### config.mk
export PLATFORM = sky130hd
export DESIGN_NAME = ext_bus_seq
export DESIGN_NICKNAME = d
export VERILOG_FILES = /design/src/rtl/xbus_pkg.sv /design/src/rtl/xbus_ctrl.sv /design/src/rtl/xbus_dp.sv /design/src/rtl/ext_bus_seq.sv
export SDC_FILE = /design/constraint.sdc
export NUM_CORES = 1
export LEC_CHECK = 0
export BUFFER_PORTS_ARGS = -buffer_cell sky130_fd_sc_hd__buf_2
export CORE_UTILIZATION = 45
export CTS_BUF_LIST = sky130_fd_sc_hd__clkbuf_8
export DETAILED_ROUTE_END_ITERATION = 10
export HOLD_SLACK_MARGIN = 0.1
export MAX_ROUTING_LAYER = met4
export PLACE_DENSITY = 0.76
export SYNTH_ARGS = -nofsm -noshare
export SYNTH_HDL_FRONTEND = slang
export SYNTH_SLANG_ARGS = --single-unit
### constraint.sdc
create_clock -name clk -period 2.58 [get_ports clk]
set_input_delay 0.258 -clock clk [delete_from_list [all_inputs] [get_ports clk]]
set_output_delay 0.258 -clock clk [all_outputs]
set_load 0.05 [all_outputs]
### src/rtl/xbus_pkg.sv
package xbus_pkg;
  // Strobes from the sequencing control to the datapath, one set per clock.
  typedef struct packed {
    logic capture;   // take the request this edge
    logic active;    // an access is in progress
    logic latchOn;   // address latch window
    logic addrOut;   // low byte carries address
    logic strobeOn;  // read/write strobe window
    logic sample;    // register read data this edge
    logic done;      // last clock of the access
  } xbusCtl_t;
endpackage

### src/rtl/xbus_ctrl.sv
module xbus_ctrl
  import xbus_pkg::*;
#(
  parameter int CLKS_PER_MC = 12,
  parameter int LATCH_END   = 1,
  parameter int DATA_START  = 3,
  parameter int STROBE_END  = 10,
  parameter int SAMPLE_AT   = 10
) (
  input  logic     clk,
  input  logic     rstN,
  input  logic     reqValid,
  output xbusCtl_t ctl
);
  localparam int PH_W = $clog2(CLKS_PER_MC);
  localparam logic [PH_W-1:0] PH_LAST   = PH_W'(CLKS_PER_MC - 1);
  localparam logic [PH_W-1:0] PH_LATCH  = PH_W'(LATCH_END);
  localparam logic [PH_W-1:0] PH_DATA   = PH_W'(DATA_START);
  localparam logic [PH_W-1:0] PH_STREND = PH_W'(STROBE_END);
  localparam logic [PH_W-1:0] PH_SAMPLE = PH_W'(SAMPLE_AT);

  logic            busy;
  logic [PH_W-1:0] phase;
  logic            accept;

  assign accept = reqValid && !busy;

  always_ff @(posedge clk) begin
    if (!rstN) begin
      busy  <= 1'b0;
      phase <= '0;
    end else if (accept) begin
      busy  <= 1'b1;
      phase <= '0;
    end else if (busy) begin
      if (phase == PH_LAST) begin
        busy  <= 1'b0;
        phase <= '0;
      end else begin
        phase <= phase + 1'b1;
      end
    end
  end

  always_comb begin
    ctl          = '0;
    ctl.capture  = accept;
    ctl.active   = busy;
    ctl.latchOn  = busy && (phase <= PH_LATCH);
    ctl.addrOut  = busy && (phase < PH_DATA);
    ctl.strobeOn = busy && (phase >= PH_DATA) && (phase <= PH_STREND);
    ctl.sample   = busy && (phase == PH_SAMPLE);
    ctl.done     = busy && (phase == PH_LAST);
  end
endmodule

### src/rtl/xbus_dp.sv
module xbus_dp
  import xbus_pkg::*;
#(
  parameter int ADDR_W     = 16,
  parameter int DATA_W     = 8,
  parameter int ROM_ADDR_W = 12
) (
  input  logic                  clk,
  input  logic                  rstN,
  input  xbusCtl_t              ctl,
  input  logic                  reqCode,
  input  logic                  reqWrite,
  input  logic [ADDR_W-1:0]     reqAddr,
  input  logic [DATA_W-1:0]     reqWdata,
  input  logic                  extAccessN,
  output logic [ROM_ADDR_W-1:0] romAddr,
  input  logic [DATA_W-1:0]     romRdata,
  output logic [DATA_W-1:0]     busLowOut,
  output logic                  busLowOe,
  input  logic [DATA_W-1:0]     busLowIn,
  output logic [ADDR_W-DATA_W-1:0] busHigh,
  output logic                  latchStrobe,
  output logic                  progStrobeN,
  output logic                  rdStrobeN,
  output logic                  wrStrobeN,
  output logic                  doneValid,
  output logic [DATA_W-1:0]     doneData
);
  localparam int HI_W = ADDR_W - DATA_W;
  localparam int TOP_W = ADDR_W - ROM_ADDR_W;

  logic [ADDR_W-1:0] addrQ;
  logic [DATA_W-1:0] wdataQ;
  logic [DATA_W-1:0] rdataQ;
  logic              codeQ;
  logic              writeQ;
  logic              extQ;
  logic              inRom;

  // Code below the ROM top is internal only while the pin allows it.
  assign inRom = (reqAddr[ADDR_W-1:ROM_ADDR_W] == TOP_W'(0));

  always_ff @(posedge clk) begin
    if (!rstN) begin
      addrQ  <= '0;
      wdataQ <= '0;
      codeQ  <= 1'b0;
      writeQ <= 1'b0;
      extQ   <= 1'b0;
    end else if (ctl.capture) begin
      addrQ  <= reqAddr;
      wdataQ <= reqWdata;
      codeQ  <= reqCode;
      writeQ <= reqWrite && !reqCode;
      extQ   <= !(reqCode && extAccessN && inRom);
    end
  end

  always_ff @(posedge clk) begin
    if (!rstN) begin
      rdataQ <= '0;
    end else if (ctl.sample) begin
      rdataQ <= extQ ? busLowIn : romRdata;
    end
  end

  logic busCycle;
  logic wrDrive;
  assign busCycle = ctl.active && extQ;
  assign wrDrive  = extQ && writeQ && ctl.strobeOn;

  always_comb begin
    latchStrobe = extQ && ctl.latchOn;
    busLowOe    = (extQ && ctl.addrOut) || wrDrive;
    if (extQ && ctl.addrOut)  busLowOut = addrQ[DATA_W-1:0];
    else if (wrDrive)         busLowOut = wdataQ;
    else                      busLowOut = '0;
    busHigh     = busCycle ? addrQ[ADDR_W-1:DATA_W] : HI_W'(0);
    progStrobeN = !(extQ && ctl.strobeOn && codeQ);
    rdStrobeN   = !(extQ && ctl.strobeOn && !codeQ && !writeQ);
    wrStrobeN   = !wrDrive;
  end

  assign romAddr   = addrQ[ROM_ADDR_W-1:0];
  assign doneValid = ctl.done;
  assign doneData  = rdataQ;
endmodule

### src/rtl/ext_bus_seq.sv
module ext_bus_seq
  import xbus_pkg::*;
#(
  parameter int ADDR_W      = 16,
  parameter int DATA_W      = 8,
  parameter int ROM_ADDR_W  = 12,
  parameter int CLKS_PER_MC = 12,
  parameter int LATCH_END   = 1,
  parameter int DATA_START  = 3,
  parameter int STROBE_END  = 10,
  parameter int SAMPLE_AT   = 10
) (
  input  logic                      clk,
  input  logic                      rstN,
  input  logic                      reqValid,
  input  logic                      reqCode,
  input  logic                      reqWrite,
  input  logic [ADDR_W-1:0]         reqAddr,
  input  logic [DATA_W-1:0]         reqWdata,
  input  logic                      extAccessN,
  output logic [ROM_ADDR_W-1:0]     romAddr,
  input  logic [DATA_W-1:0]         romRdata,
  output logic [DATA_W-1:0]         busLowOut,
  output logic                      busLowOe,
  input  logic [DATA_W-1:0]         busLowIn,
  output logic [ADDR_W-DATA_W-1:0]  busHigh,
  output logic                      latchStrobe,
  output logic                      progStrobeN,
  output logic                      rdStrobeN,
  output logic                      wrStrobeN,
  output logic                      doneValid,
  output logic [DATA_W-1:0]         doneData
);
  xbusCtl_t ctl;

  xbus_ctrl #(
    .CLKS_PER_MC(CLKS_PER_MC), .LATCH_END(LATCH_END), .DATA_START(DATA_START),
    .STROBE_END(STROBE_END), .SAMPLE_AT(SAMPLE_AT)
  ) i_ctrl (
    .clk(clk), .rstN(rstN), .reqValid(reqValid), .ctl(ctl)
  );

  xbus_dp #(
    .ADDR_W(ADDR_W), .DATA_W(DATA_W), .ROM_ADDR_W(ROM_ADDR_W)
  ) i_dp (
    .clk(clk), .rstN(rstN), .ctl(ctl),
    .reqCode(reqCode), .reqWrite(reqWrite), .reqAddr(reqAddr),
    .reqWdata(reqWdata), .extAccessN(extAccessN),
    .romAddr(romAddr), .romRdata(romRdata),
    .busLowOut(busLowOut), .busLowOe(busLowOe), .busLowIn(busLowIn),
    .busHigh(busHigh), .latchStrobe(latchStrobe),
    .progStrobeN(progStrobeN), .rdStrobeN(rdStrobeN), .wrStrobeN(wrStrobeN),
    .doneValid(doneValid), .doneData(doneData)
  );
endmodule

# Word level (Yosys, flattened, before mapping)
# Index checks and enable logic that the tools add are counted.
# W data, S select, Z words.
[op_classes]
n_addsub = 1
magnitude_cmp = 4
eq_ne = 2
muxes = 8
n_bitwise = 1
n_reduce_logical = 30
[op_table]
columns = ["operator", "n"]
rows = [
  ["$mux W8", 4],
  ["$logic_and A1 B1 Y1", 19],
  ["$eq A4 B4 Y1 const B", 2],
  ["$logic_not A1 Y1", 8],
  ["$add A4 B1 Y4 const B", 1],
  ["$ge A4 B2 Y1 const B", 1],
  ["$le A4 B1 Y1 const B", 1],
  ["$le A4 B4 Y1 const B", 1],
  ["$logic_not A4 Y1", 1],
  ["$lt A4 B2 Y1 const B", 1],
  ["$mux W4", 1],
  ["$mux W1", 3],
  ["$reduce_or A2 Y1", 1],
  ["$logic_or A1 B1 Y1", 1],
  ["$not A1 Y1", 1],
]
[word_totals]
reg_bits = 40

# Logic depth before layout (Yosys ltp)
[logic_depth]
ltp_word = 7
ltp_mapped = 7

# By module
# From an unflattened synthesis, not the netlist that was laid out.
[unflattened]
cells_unflattened = 219
hier_area_um2 = 2073.2
[by_module_without_submodules]
columns = ["module", "n_inst", "cells_each", "area_each_um2", "seq_area_each_um2"]
rows = [
  ["xbus_dp", 1, 172, 1696.6, 700.7],
  ["xbus_ctrl", 1, 47, 376.6, 100.1],
]

# Worst setup path before layout
# OpenSTA, ideal clock, no wires.
[synth_path]
kind = "register to output"
from = "register i_ctrl.phase[0]"
to = "output busLowOut[0]"
arrival_time_ns = 2.206
t_required_ns = 2.322
slack_ns = 0.116
path_stages_with_launch = 7
cell_sequence = "dfxtp_1 inv_1 ha_1 nor2b_1 o21a_1 clkbuf_1 o31ai_1"
[synth_between]
elab_chain_len = 6
word_cells_on_any_way = 10
cone_classes = "order compare: 3; mux: 2; reduce/logical: 5"
[synth_rtl]
columns = ["item", "line_no", "text"]
rows = [
  ["start: declaration", "xbus_ctrl.sv:23", "logic [PH_W-1:0] phase;"],
  ["start signal: assignment", "xbus_ctrl.sv:40", "phase <= phase + 1'b1;"],
  ["$ge A4 B2 Y1", "xbus_ctrl.sv:51", "ctl.strobeOn = busy && (phase >= PH_DATA) && (phase <= PH_STREND);"],
  ["$logic_and A1 B1 Y1 (2 in series)", "xbus_ctrl.sv:51", ""],
  ["$logic_and A1 B1 Y1", "xbus_dp.sv:70", "assign wrDrive = extQ && writeQ && ctl.strobeOn;"],
  ["$mux W8", "xbus_dp.sv:76", "else if (wrDrive) busLowOut = wdataQ;"],
  ["$mux W8 (*)", "xbus_dp.sv:75", "if (extQ && ctl.addrOut) busLowOut = addrQ[DATA_W-1:0];"],
  ["end: declaration", "ext_bus_seq.sv:23", "output logic [DATA_W-1:0] busLowOut,"],
]
# Mark *: on every way between the ends. The rest lies on a longest branch, timed or not.

# Worst setup path in the final report
[layout_path]
from = "register i_ctrl.phase[1]"
to = "output busLowOut[5]"
# The elaborated chain is that of the path after synthesis.

==> out/metrics.csv <==
metric,value,unit
CP required,2.32,ns
multi-input logic area,1080,sq um
number of CTS-inserted buffers,5,
RSZ-0062 raised after global routing,false,
Avg Inst Size Synth,8.49,sq um
Final Max Slew Viols,0,
Clock Path Buffers,2,
Worst Skew,0.00633,ns
H-tree levels,2,
register area,801,sq um
met3 usage,4.56,%
"flops & latches, synth",40,
clock transition at the registers of the reported paths,0.07,ns
TNS Setup,0,ns
antenna violations before repair,0,
CP peak stage delay,0.40,ns
worst slew pin tran,0.585,ns
CTS root buffer,clkbuf_8,
post-CTS setup buffers,0,
worst min path class,in -> reg,
"EDFF count, synth",0,
die height,70.8,um
# fillers,415,
Worst VDD drop,0.000319,V
yosys warns,0,
vias in the first global route,1612,
MaxCap Viol Count,0,
Routed WL,4.47,mm
via count,1876,
fin worst setup slack,0.256,ns
layer with the highest usage,met2,
wire per inst,12.1,um
status,finished clean,
"commonest cells after routing, fill and taps aside","buf_2 (87), nand2_1 (60), dfxtp_1 (40), a21boi_1 (20)",
Post-Syn Instances,251,
CTS tree,yes,
Top Ports,88,
routability cong.,0.793,
first-pass GRT wire length,7.20,mm
GRT overflow,0,
total power,1.37,mW
Pre-antenna DRT Iters,7,
largest net degree at the start of global routing,40,
diode count,0,
kind of critical path,reg -> out,
Leakage,1.30,nW
First DRT Iteration DRCs,80,
DRC,0,
final period utilization,90.1,%
"Critical Path, Cell by Cell",ha_2 -> or3_4 -> nand4_2 -> o31ai_1 -> buf_2,
setup slack after placement,0.456,ns
number of I/O port buffers,87,
Worst path slowest cell,dfxtp_1,
Final Hold Fails,0,
kind of end point of the critical path,output port,
fmax,430,MHz
Netlist cell types,35,
initial core utilization,47.9,%
CTS Sinks,40,
"most common cell after layout, fill and taps aside",buf_2,
Global Route Usage Sum,18.7,%
data arrival time of the critical path,2.07,ns
fraction of registers with async set/reset,0,%
layout cells sized above 1,33.3,%
Max-slew headroom,61.0,%
critical path startpoint category,register,
"Min Clock Period, post-route",2.32,ns
Power Dens Cells,533,nW/um^2
post-synthesis sequential area ratio,37.6,%
CP max FO,14,
Vias/cell,5.07,
Antenna Nets Post-Route,0,
"Primary FF master, synth",dfxtp_1,
row cnt,24,
CORE AREA,4440,sq um
final core occ,57.8,%
Final nets,367,
Die Width,70.8,um
Area Growth Syn to Fin,20.6,%
met1 Usage GRT,22.0,%
M2 GR Usage,30.6,%
DIE AREA,5010,sq um
Synthesized Nets,301,
DP HPWL,3.21,mm
clk_lat worst skew,0.29,ns
Final Setup Violations,0,
flop2flop setup slack,1.12,ns
synthesized area,2130,sq um
-- cells in the mapped netlist, drive strengths merged, types with 3 or more instances --
| cell | count | share of area, % |
|---|---|---|
| nand2 | 60 | 11 |
| dfxtp | 40 | 38 |
| a21boi | 27 | 9.5 |
| buf | 26 | 8.9 |
| inv | 10 | 1.8 |
| nand3b | 10 | 3.5 |
| and3 | 9 | 2.6 |
| o211a | 9 | 4.2 |
| mux2i | 8 | 3.8 |
| o31ai | 8 | 2.8 |
| clkbuf | 7 | 1.2 |
| ha | 4 | 2.3 |
| nor2b | 4 | 1.2 |
| nand2b | 3 | 0.88 |
| nor3b | 3 | 1.1 |
| o21a | 3 | 1.1 |
| o21ai | 3 | 0.70 |
-- logic make-up (layout without fill, tap and decap cells) --
kind of cell | count (synthesis) | in the layout | synth area share (%)
buf+inv | 43 | 110 | 11.9
simple gates | 103 | 103 | 25.2
compound gates | 52 | 52 | 18.8
fa+ha+maj | 4 | 4 | 2.35
mux | 8 | 8 | 3.76
xor+xnor | 1 | 1 | 0.411
flops | 40 | 40 | 37.6
-- repair_timing --
item,4_1_cts,5_1_grt
endpoints found under the setup margin,0,2
gates resized for setup,0,1
hold buffers,0,0
-- metal layers --
layer | up-vias | share of wire [%] | wire length (um)
li1 | 964 | - | -
met1 | 845 | 46 | 2040
met2 | 63 | 47 | 2120
met3 | 4 | 6.0 | 270
met4 | 0 | 1.1 | 47
met5 | - | 0 | 0
-- through the flow --
stage          area [sq um]  instances  hold slack (ns)
6_report               2570        370            0.198
3_5_place_dp           2460        362            0.445
4_1_cts                2570        370            0.191
5_1_grt                2570        370            0.197
2_1_floorplan          2130        251            0.374
3_3_place_gp           2460        362            0.437
-- state kept, by name, indices dropped and copies added (netlist names) --
name,count
i_dp.addrQ,16
i_dp.wdataQ,8
i_dp.doneData,8
i_ctrl.busy,1
i_dp.writeQ,1
i_dp.extQ,1
i_dp.codeQ,1
i_ctrl.phase,4
-- final timing paths --
path              depth (start not counted)                     endpoint                          from
setup / recovery                          5                 busLowOut[5]  i_ctrl.phase[1]$_SDFFE_PP0P_
setup reg to reg                          5  i_dp.wdataQ[6]$_SDFFE_PN0P_        i_ctrl.busy$_SDFF_PN0_
hold reg to reg                           2  i_dp.wdataQ[1]$_SDFFE_PN0P_   i_dp.wdataQ[1]$_SDFFE_PN0P_
hold / removal                            3   i_dp.addrQ[8]$_SDFFE_PN0P_                    reqAddr[8]
-- final cells by class --
cell class,count,area share [%]
multi-input cells,168,42.1
flip-flops and latches,40,31.2
repair buffers,92,18.4
clock buffers,5,2.68
well taps,52,2.53
clock inverters,3,1.66
inverters,10,1.46
-- where the power goes --
group | total [mW] | internal, mW | switching [mW]
Sequential | 0.662 | 0.644 | 0.0178
Clock | 0.500 | 0.286 | 0.214
Combinational | 0.209 | 0.0788 | 0.131
Total | 1.37 | 1.01 | 0.362
-- critical path, delay by kind of cell, from the launching register on --
| family | cells | cell delay (ns) |
|---|---|---|
| simple gates | 2 | 0.43 |
| flops | 1 | 0.40 |
| compound gates | 1 | 0.30 |
| buf+inv | 1 | 0.31 |
| fa+ha+maj | 1 | 0.33 |
Power figures use the tool's default switching activity.
